## src/rtl/div_pkg.sv

```systemverilog
package div_pkg;

  typedef enum logic [2:0] {
    ST_IDLE  = 3'd0,
    ST_ABS   = 3'd1,
    ST_CLASS = 3'd2,
    ST_ALIGN = 3'd3,
    ST_ITER  = 3'd4,
    ST_FIX   = 3'd5,
    ST_OUT   = 3'd6
  } div_state_e;

endpackage

```

## src/rtl/div_width_class.sv

```systemverilog
// Chooses the narrowest segment multiple that holds the dividend.
module div_width_class #(
  parameter int W   = 32,
  parameter int SEG = 8,
  localparam int NSEG = W / SEG,
  localparam int CW   = $clog2(W + 1)
) (
  input  logic [W-1:0]  value,
  input  logic          signed_mode,
  output logic [CW-1:0] width
);

  logic [NSEG-1:0] fits;

  for (genvar s = 0; s < NSEG; s++) begin : g_seg
    localparam int K = (s + 1) * SEG;
    if (K >= W) begin : g_full
      assign fits[s] = 1'b1;
    end else begin : g_part
      logic sx_ok;
      logic zx_ok;
      assign sx_ok   = (&value[W-1:K-1]) | ~(|value[W-1:K-1]);
      assign zx_ok   = ~(|value[W-1:K]);
      assign fits[s] = signed_mode ? sx_ok : zx_ok;
    end
  end

  always_comb begin
    width = CW'(W);
    for (int s = NSEG - 1; s >= 0; s--) begin
      if (fits[s]) width = CW'((s + 1) * SEG);
    end
  end

endmodule

```

## src/rtl/div_step.sv

```systemverilog
// One restoring radix-2 step: shift in a dividend bit, trial subtract.
module div_step #(
  parameter int W = 32
) (
  input  logic [W-1:0] rem_i,
  input  logic [W-1:0] quo_i,
  input  logic [W-1:0] dvs_i,
  output logic [W-1:0] rem_o,
  output logic [W-1:0] quo_o
);

  logic [W:0] shifted;
  logic [W:0] trial;

  always_comb begin
    shifted = {rem_i, quo_i[W-1]};
    trial   = shifted - {1'b0, dvs_i};
    if (!trial[W]) begin
      rem_o = trial[W-1:0];
      quo_o = {quo_i[W-2:0], 1'b1};
    end else begin
      rem_o = shifted[W-1:0];
      quo_o = {quo_i[W-2:0], 1'b0};
    end
  end

endmodule

```

## src/rtl/div_cneg.sv

```systemverilog
// Conditional two's-complement negation.
module div_cneg #(
  parameter int W = 32
) (
  input  logic [W-1:0] in_v,
  input  logic         neg,
  output logic [W-1:0] out_v
);

  assign out_v = neg ? (~in_v + W'(1)) : in_v;

endmodule

```

## src/rtl/div_early_out.sv

```systemverilog
module div_early_out
  import div_pkg::*;
#(
  parameter int W   = 32,
  parameter int SEG = 8
) (
  input  logic         clk,
  input  logic         rst_n,
  input  logic         req_valid,
  output logic         req_ready,
  input  logic [W-1:0] req_dividend,
  input  logic [W-1:0] req_divisor,
  input  logic         req_signed,
  output logic         rsp_valid,
  output logic [W-1:0] rsp_quotient,
  output logic [W-1:0] rsp_remainder
);

  localparam int CW = $clog2(W + 1);
  localparam logic [CW-1:0] WC = CW'(W);

  div_state_e    state;
  logic [W-1:0]  dvd_raw;
  logic [W-1:0]  dvs_raw;
  logic          sgn_mode;
  logic [W-1:0]  mag_dvs;
  logic [W-1:0]  q_r;
  logic [W-1:0]  r_r;
  logic [CW-1:0] cnt;
  logic [CW-1:0] kcls;
  logic [CW-1:0] cls_w;
  logic [W-1:0]  step_q;
  logic [W-1:0]  step_r;
  logic          accept;
  logic          fix_phase;
  logic          q_neg;
  logic          r_neg;

  logic [W-1:0]  neg_in  [2];
  logic [W-1:0]  neg_out [2];
  logic          neg_en  [2];

  assign req_ready = (state == ST_IDLE);
  assign accept    = req_valid & req_ready;
  assign fix_phase = (state == ST_FIX);
  assign q_neg     = sgn_mode & (dvd_raw[W-1] ^ dvs_raw[W-1]);
  assign r_neg     = sgn_mode & dvd_raw[W-1];

  // Two negators are shared between the magnitude phase and the sign-fix phase.
  always_comb begin
    neg_in[0] = fix_phase ? q_r : dvd_raw;
    neg_en[0] = fix_phase ? q_neg : (sgn_mode & dvd_raw[W-1]);
    neg_in[1] = fix_phase ? r_r : dvs_raw;
    neg_en[1] = fix_phase ? r_neg : (sgn_mode & dvs_raw[W-1]);
  end

  for (genvar g = 0; g < 2; g++) begin : g_neg
    div_cneg #(.W(W)) u_neg (
      .in_v  (neg_in[g]),
      .neg   (neg_en[g]),
      .out_v (neg_out[g])
    );
  end

  div_width_class #(.W(W), .SEG(SEG)) u_class (
    .value       (dvd_raw),
    .signed_mode (sgn_mode),
    .width       (cls_w)
  );

  div_step #(.W(W)) u_step (
    .rem_i (r_r),
    .quo_i (q_r),
    .dvs_i (mag_dvs),
    .rem_o (step_r),
    .quo_o (step_q)
  );

  always_ff @(posedge clk or negedge rst_n) begin
    if (!rst_n) begin
      state         <= ST_IDLE;
      dvd_raw       <= '0;
      dvs_raw       <= '0;
      sgn_mode      <= 1'b0;
      mag_dvs       <= '0;
      q_r           <= '0;
      r_r           <= '0;
      cnt           <= '0;
      kcls          <= '0;
      rsp_valid     <= 1'b0;
      rsp_quotient  <= '0;
      rsp_remainder <= '0;
    end else begin
      rsp_valid <= 1'b0;
      case (state)
        ST_IDLE: begin
          if (accept) begin
            dvd_raw  <= req_dividend;
            dvs_raw  <= req_divisor;
            sgn_mode <= req_signed;
            mag_dvs  <= req_divisor;
            q_r      <= req_dividend;
            state    <= req_signed ? ST_ABS : ST_CLASS;
          end
        end
        ST_ABS: begin
          q_r     <= neg_out[0];
          mag_dvs <= neg_out[1];
          state   <= ST_CLASS;
        end
        ST_CLASS: begin
          kcls  <= cls_w;
          state <= ST_ALIGN;
        end
        ST_ALIGN: begin
          q_r   <= q_r << (WC - kcls);
          r_r   <= '0;
          cnt   <= kcls;
          state <= ST_ITER;
        end
        ST_ITER: begin
          q_r <= step_q;
          r_r <= step_r;
          cnt <= cnt - CW'(1);
          if (cnt == CW'(1)) state <= sgn_mode ? ST_FIX : ST_OUT;
        end
        ST_FIX: begin
          q_r   <= neg_out[0];
          r_r   <= neg_out[1];
          state <= ST_OUT;
        end
        ST_OUT: begin
          rsp_valid <= 1'b1;
          if (dvs_raw == '0) begin
            rsp_quotient  <= '1;
            rsp_remainder <= dvd_raw;
          end else begin
            rsp_quotient  <= q_r;
            rsp_remainder <= r_r;
          end
          state <= ST_IDLE;
        end
        default: state <= ST_IDLE;
      endcase
    end
  end

  // an accepted request closes the request side on the next cycle.
  p_busy_after_accept_r7: assert property (@(posedge clk) disable iff (!rst_n)
    accept |=> !req_ready);

  // the request side reopens together with the result pulse.
  p_ready_with_result_r7: assert property (@(posedge clk) disable iff (!rst_n)
    rsp_valid |-> req_ready);

  // the result pulse is a single cycle.
  p_single_pulse_r8: assert property (@(posedge clk) disable iff (!rst_n)
    rsp_valid |=> !rsp_valid);

  // result registers move only with the pulse.
  p_hold_results_r8: assert property (@(posedge clk) disable iff (!rst_n)
    (!$stable(rsp_quotient) || !$stable(rsp_remainder)) |-> rsp_valid);

  // the iteration window is a nonzero segment multiple.
  p_class_window_r4: assert property (@(posedge clk) disable iff (!rst_n)
    (state == ST_ALIGN) |-> (kcls != '0 && kcls <= WC && (int'(kcls) % SEG) == 0));

  // the iteration counter never leaves its window.
  p_iter_count_r5: assert property (@(posedge clk) disable iff (!rst_n)
    (state == ST_ITER) |-> (cnt != '0 && cnt <= kcls));

  // the sign-fix phase happens only in signed mode and only after iterating.
  p_fix_signed_r6: assert property (@(posedge clk) disable iff (!rst_n)
    (state == ST_FIX) |-> (sgn_mode && $past(state) == ST_ITER));

endmodule

```

## config.mk

```make
export PLATFORM = sky130hd
export DESIGN_NAME = div_early_out
export DESIGN_NICKNAME = d
export VERILOG_FILES = /design/src/rtl/div_pkg.sv /design/src/rtl/div_width_class.sv /design/src/rtl/div_step.sv /design/src/rtl/div_cneg.sv /design/src/rtl/div_early_out.sv
export SDC_FILE = /design/constraint.sdc
export NUM_CORES = 1
export LEC_CHECK = 0
export ABC_CLOCK_PERIOD_IN_PS = 4950
export BUFFER_PORTS_ARGS = -buffer_cell sky130_fd_sc_hd__buf_4
export CAP_MARGIN = 20
export CORE_UTILIZATION = 62
export DETAILED_ROUTE_END_ITERATION = 6
export GPL_TIMING_DRIVEN = 1
export PLACE_DENSITY_LB_ADDON = 0.25
export SLEW_MARGIN = 20
export SYNTH_ARGS = -nofsm -noshare
export SYNTH_HDL_FRONTEND = slang
export SYNTH_HIERARCHICAL = 1
export SYNTH_SLANG_ARGS = --single-unit
export TNS_END_PERCENT = 10
```

## constraint.sdc

```tcl
create_clock -name clk -period 4.95 [get_ports clk]
set_input_delay 1.2375 -clock clk [delete_from_list [all_inputs] [get_ports clk]]
set_output_delay 1.2375 -clock clk [all_outputs]
set_load 0.01 [all_outputs]
```

==> impl_metrics.env <==
export IMPL_rr_worst_depth=15
export IMPL_vias=17230
export IMPL_hold_start="rsp_quotient[15]"
export IMPL_power_frac_comb_pct=65.0
export IMPL_synth_common_cells="564 x nand2_1, 241 x dfrtp_1, 182 x o21ai_0"
export IMPL_r2r_end="r_r[18]"
export IMPL_grt_pass1_vias=16370
export IMPL_irDropWorstVdd_uv=495.8
export IMPL_first_pass_iters=5
export IMPL_drive_gt1_share_pct=15.22
export IMPL_end_kind="register"
export IMPL_cts_tree="built"
export IMPL_synth_area_per_cell_um2=8.223
export IMPL_wl_met3_mm=4.976
export IMPL_leakagePower_nw=8.929
export IMPL_synth_flop_cell="dfrtp_1"
export IMPL_finalCriticalPeriod_ns=4.279
export IMPL_synth_most_common_cell="nand2_1"
export IMPL_holdPathEnd="rsp_quotient[15]"
export IMPL_core_area_um2=28090
export IMPL_numCtsBuffers=28
export IMPL_slew_violations=0
export IMPL_pwr_share_seq_pct=23.0
export IMPL_synth_top_area_share_pct=33.69
export IMPL_net_switching_power_mw=8.705
export IMPL_row_count=61
export IMPL_yosys_register_bits=241
export IMPL_power_internal_mw=8.768
export IMPL_post_cts_setup_buffers=0
export IMPL_drt_wl_total_mm=57.34
export IMPL_grt_pass1_wl_mm=90.10
export IMPL_crit_family="compound AO/OA/AOI/OAI gates"
export IMPL_place_hpwl_mm=40.87
export IMPL_powerDensity_nw_per_um2=885.3
export IMPL_port_buffers=133
export IMPL_final_nets=2313
export IMPL_die_w_um=171.9
export IMPL_wl_met1_mm=23.21
export IMPL_dpl_cell_area_um2=18820
export IMPL_initial_utilization_pct=63.74
export IMPL_slowest_stage="dfrtp_1"
export IMPL_cts_hold_buf=0
export IMPL_clk_latency_ns=0.56
export IMPL_grt_max_degree=97
export IMPL_fin_crit_sh_pct=86.45
export IMPL_antenna_cells=0
export IMPL_cap_violations=0
export IMPL_post_drt_wl_per_cell_um=22.01
export IMPL_synth_edf_count=0
export IMPL_fin_tns_setup_ns=0
export IMPL_grt_util_all_layers_pct=39.22
export IMPL_clock_sinks=241
export IMPL_path_buf_inv=2
export IMPL_async_reset_ff_share_pct=100.0
export IMPL_worstHoldPathCells=2
export IMPL_fin_skew_ns=0.01419
export IMPL_die_area_um2=29560
export IMPL_ys_seq_area_share_pct=33.69
export IMPL_antenna_found_initial=0
export IMPL_status="complete, no violations"
export IMPL_postLayoutCellArea_um2=19740
export IMPL_critPathArrivalTime_ns=4.67
export IMPL_fp_dieH_um=171.9
export IMPL_top_layer="met4"
export IMPL_layout_area_overhead_vs_synth_pct=10.25
export IMPL_yosys_warnings=6
export IMPL_io_pins=134
export IMPL_p_clk_share_pct=12.0
export IMPL_rsz0062_at_grt="no"
export IMPL_crit_fanout=24
export IMPL_hp_class="register to register"
export IMPL_switching_share_pct=49.82
export IMPL_r2r_start="q_r[31]"
export IMPL_synth_area_leaders="dfrtp_1 34%, nand2_1 12%, mux2i_1 5.7%"
export IMPL_drc_errors=0
export IMPL_reg2reg_slack_ns=0.67
export IMPL_wl_met2_mm=26.35
export IMPL_grt_overflow=0
export IMPL_synthCells=2177
export IMPL_worst_pin_slew_ns=1.118
export IMPL_max_stage_delay_ns=0.43
export IMPL_crit_type="register to register"
export IMPL_synthDistinctLibCells=99
export IMPL_htreeDepth=1
export IMPL_startpoint_type="register"
export IMPL_gp_congestion=1.006
export IMPL_path_clk_slew_ns=0.06
export IMPL_setup_viol=0
export IMPL_drt_iter0_markers=2133
export IMPL_root_buffer="clkbuf_16"
export IMPL_relSlewSlack_pct=25.29
export IMPL_cts_buffer_depth=3
export IMPL_ctsResizeCount=0
export IMPL_holdWs_ns=0.4640
export IMPL_syn_area_um2=17900
export IMPL_yosysTopAreaCell="dfrtp_1"
export IMPL_crit_required_ns=5.34
export IMPL_fmax_mhz=233.7
export IMPL_postRouteAntennaNets=0
export IMPL_hold_viol=0
export IMPL_via_per_inst=6.612
export IMPL_path_cells="inv_1, ha_1, fa_1, and2b_2, o2111ai_2, a21oi_2, o2111ai_1, a211oi_2, nor2_4, mux2i_4, and2_4, inv_8, mux2_4, mux2i_1, a221oi_1"
[layout by cell type (no fill, tap or decap), types with 13 or more instances in the layout]
cell | synthesis | routed
nand4_1 | 21 | 21
ha_1 | 37 | 37
mux2_2 | 31 | 31
mux2i_1 | 102 | 102
xor2_1 | 14 | 13
o21ai_0 | 182 | 181
nor2_1 | 85 | 80
nand3_1 | 26 | 25
nor3_1 | 59 | 59
nand2b_1 | 16 | 16
a22oi_1 | 44 | 44
inv_1 | 79 | 79
clkbuf_16 | 0 | 29
xnor2_1 | 75 | 75
a221oi_1 | 44 | 44
buf_4 | 42 | 164
mux4_2 | 14 | 14
o31ai_1 | 24 | 24
nand2_1 | 564 | 562
dfrtp_1 | 241 | 238
a21oi_1 | 100 | 99
a211oi_1 | 19 | 19
nor4_1 | 21 | 21
a21o_1 | 18 | 18
mux2_4 | 19 | 19
[per-stage QoR]
step,setup WS (ns),total power [mW],cells,util [%]
4_1_cts,0.7502,17.20,2605,70.27
3_3_place_gp,0.8437,14.72,2555,67.00
3_5_place_dp,0.8107,15.01,2555,67.00
5_1_grt,0.4800,18.56,2605,70.27
2_1_floorplan,1.005,12.29,2179,-
6_report,0.6708,17.47,2605,70.27
[sequential cells by signal, indices dropped and copies added, names as in the netlist]
register       count
dvd_raw           32
dvs_raw           32
mag_dvs           32
q_r               32
r_r               32
rsp_quotient      32
rsp_remainder     32
cnt                6
kcls               6
state              3
rsp_valid          1
sgn_mode           1
[how the worst max path moves through the flow]
stage               to  slack (ns)  depth (start not counted)     start
3_3_place_gp    r_r[7]        0.84                         15   q_r[31]
5_1_grt         r_r[7]        0.48                         15   q_r[31]
6_report       r_r[18]        0.67                         15   q_r[31]
2_1_floorplan  q_r[27]        1.01                         17  state[2]
3_5_place_dp   r_r[14]        0.81                         15   q_r[31]
4_1_cts        r_r[18]        0.75                         15   q_r[31]
[routing by layer]
| layer | track usage [%] | vias up |
|---|---|---|
| met5 | 0 | - |
| met1 | 52.49 | 8301 |
| met3 | 5.035 | 197 |
| met2 | 62.59 | 1005 |
| met4 | 19.70 | 0 |
| li1 | - | 7722 |
[power groups by stage]
stage	combinational (mW)	clock (mW)	sequential [mW]
5_1_grt	12.2	2.19	4.12
2_1_floorplan	8.63	0	3.66
3_5_place_dp	11.0	0	3.98
3_3_place_gp	10.8	0	3.95
4_1_cts	11.1	2.12	3.96
6_report	11.4	2.10	4.02
[tightest hold or removal path: stages (launching register included)]
cell	delay, ns
dfrtp_1	0.34
nand2_1	0.05
nand2_1	0.05
[cell families after synthesis]
group                      after synthesis  synth area share, %
and+or+nand+nor                        864                21.80
AOI/OAI and AO/OA                      526                19.44
buffers and inverters                  251                6.870
DFF                                    241                33.69
muxes                                  167                11.13
xor gates and xnor gates                89                4.354
adders and majority gates               38                2.698
other                                    1              0.02095
[cell type report]
type / instances / area, um^2
clock buffers: 44 / 832.0
inverters: 82 / 315.3
repair buffers: 167 / 1286
multi-input cells: 1687 / 10710
clock inverters: 6 / 86.33
flip-flops and latches: 241 / 6035
well taps: 378 / 473.0
fillers: 2280 / 8349
Power figures use the tool's default switching activity.
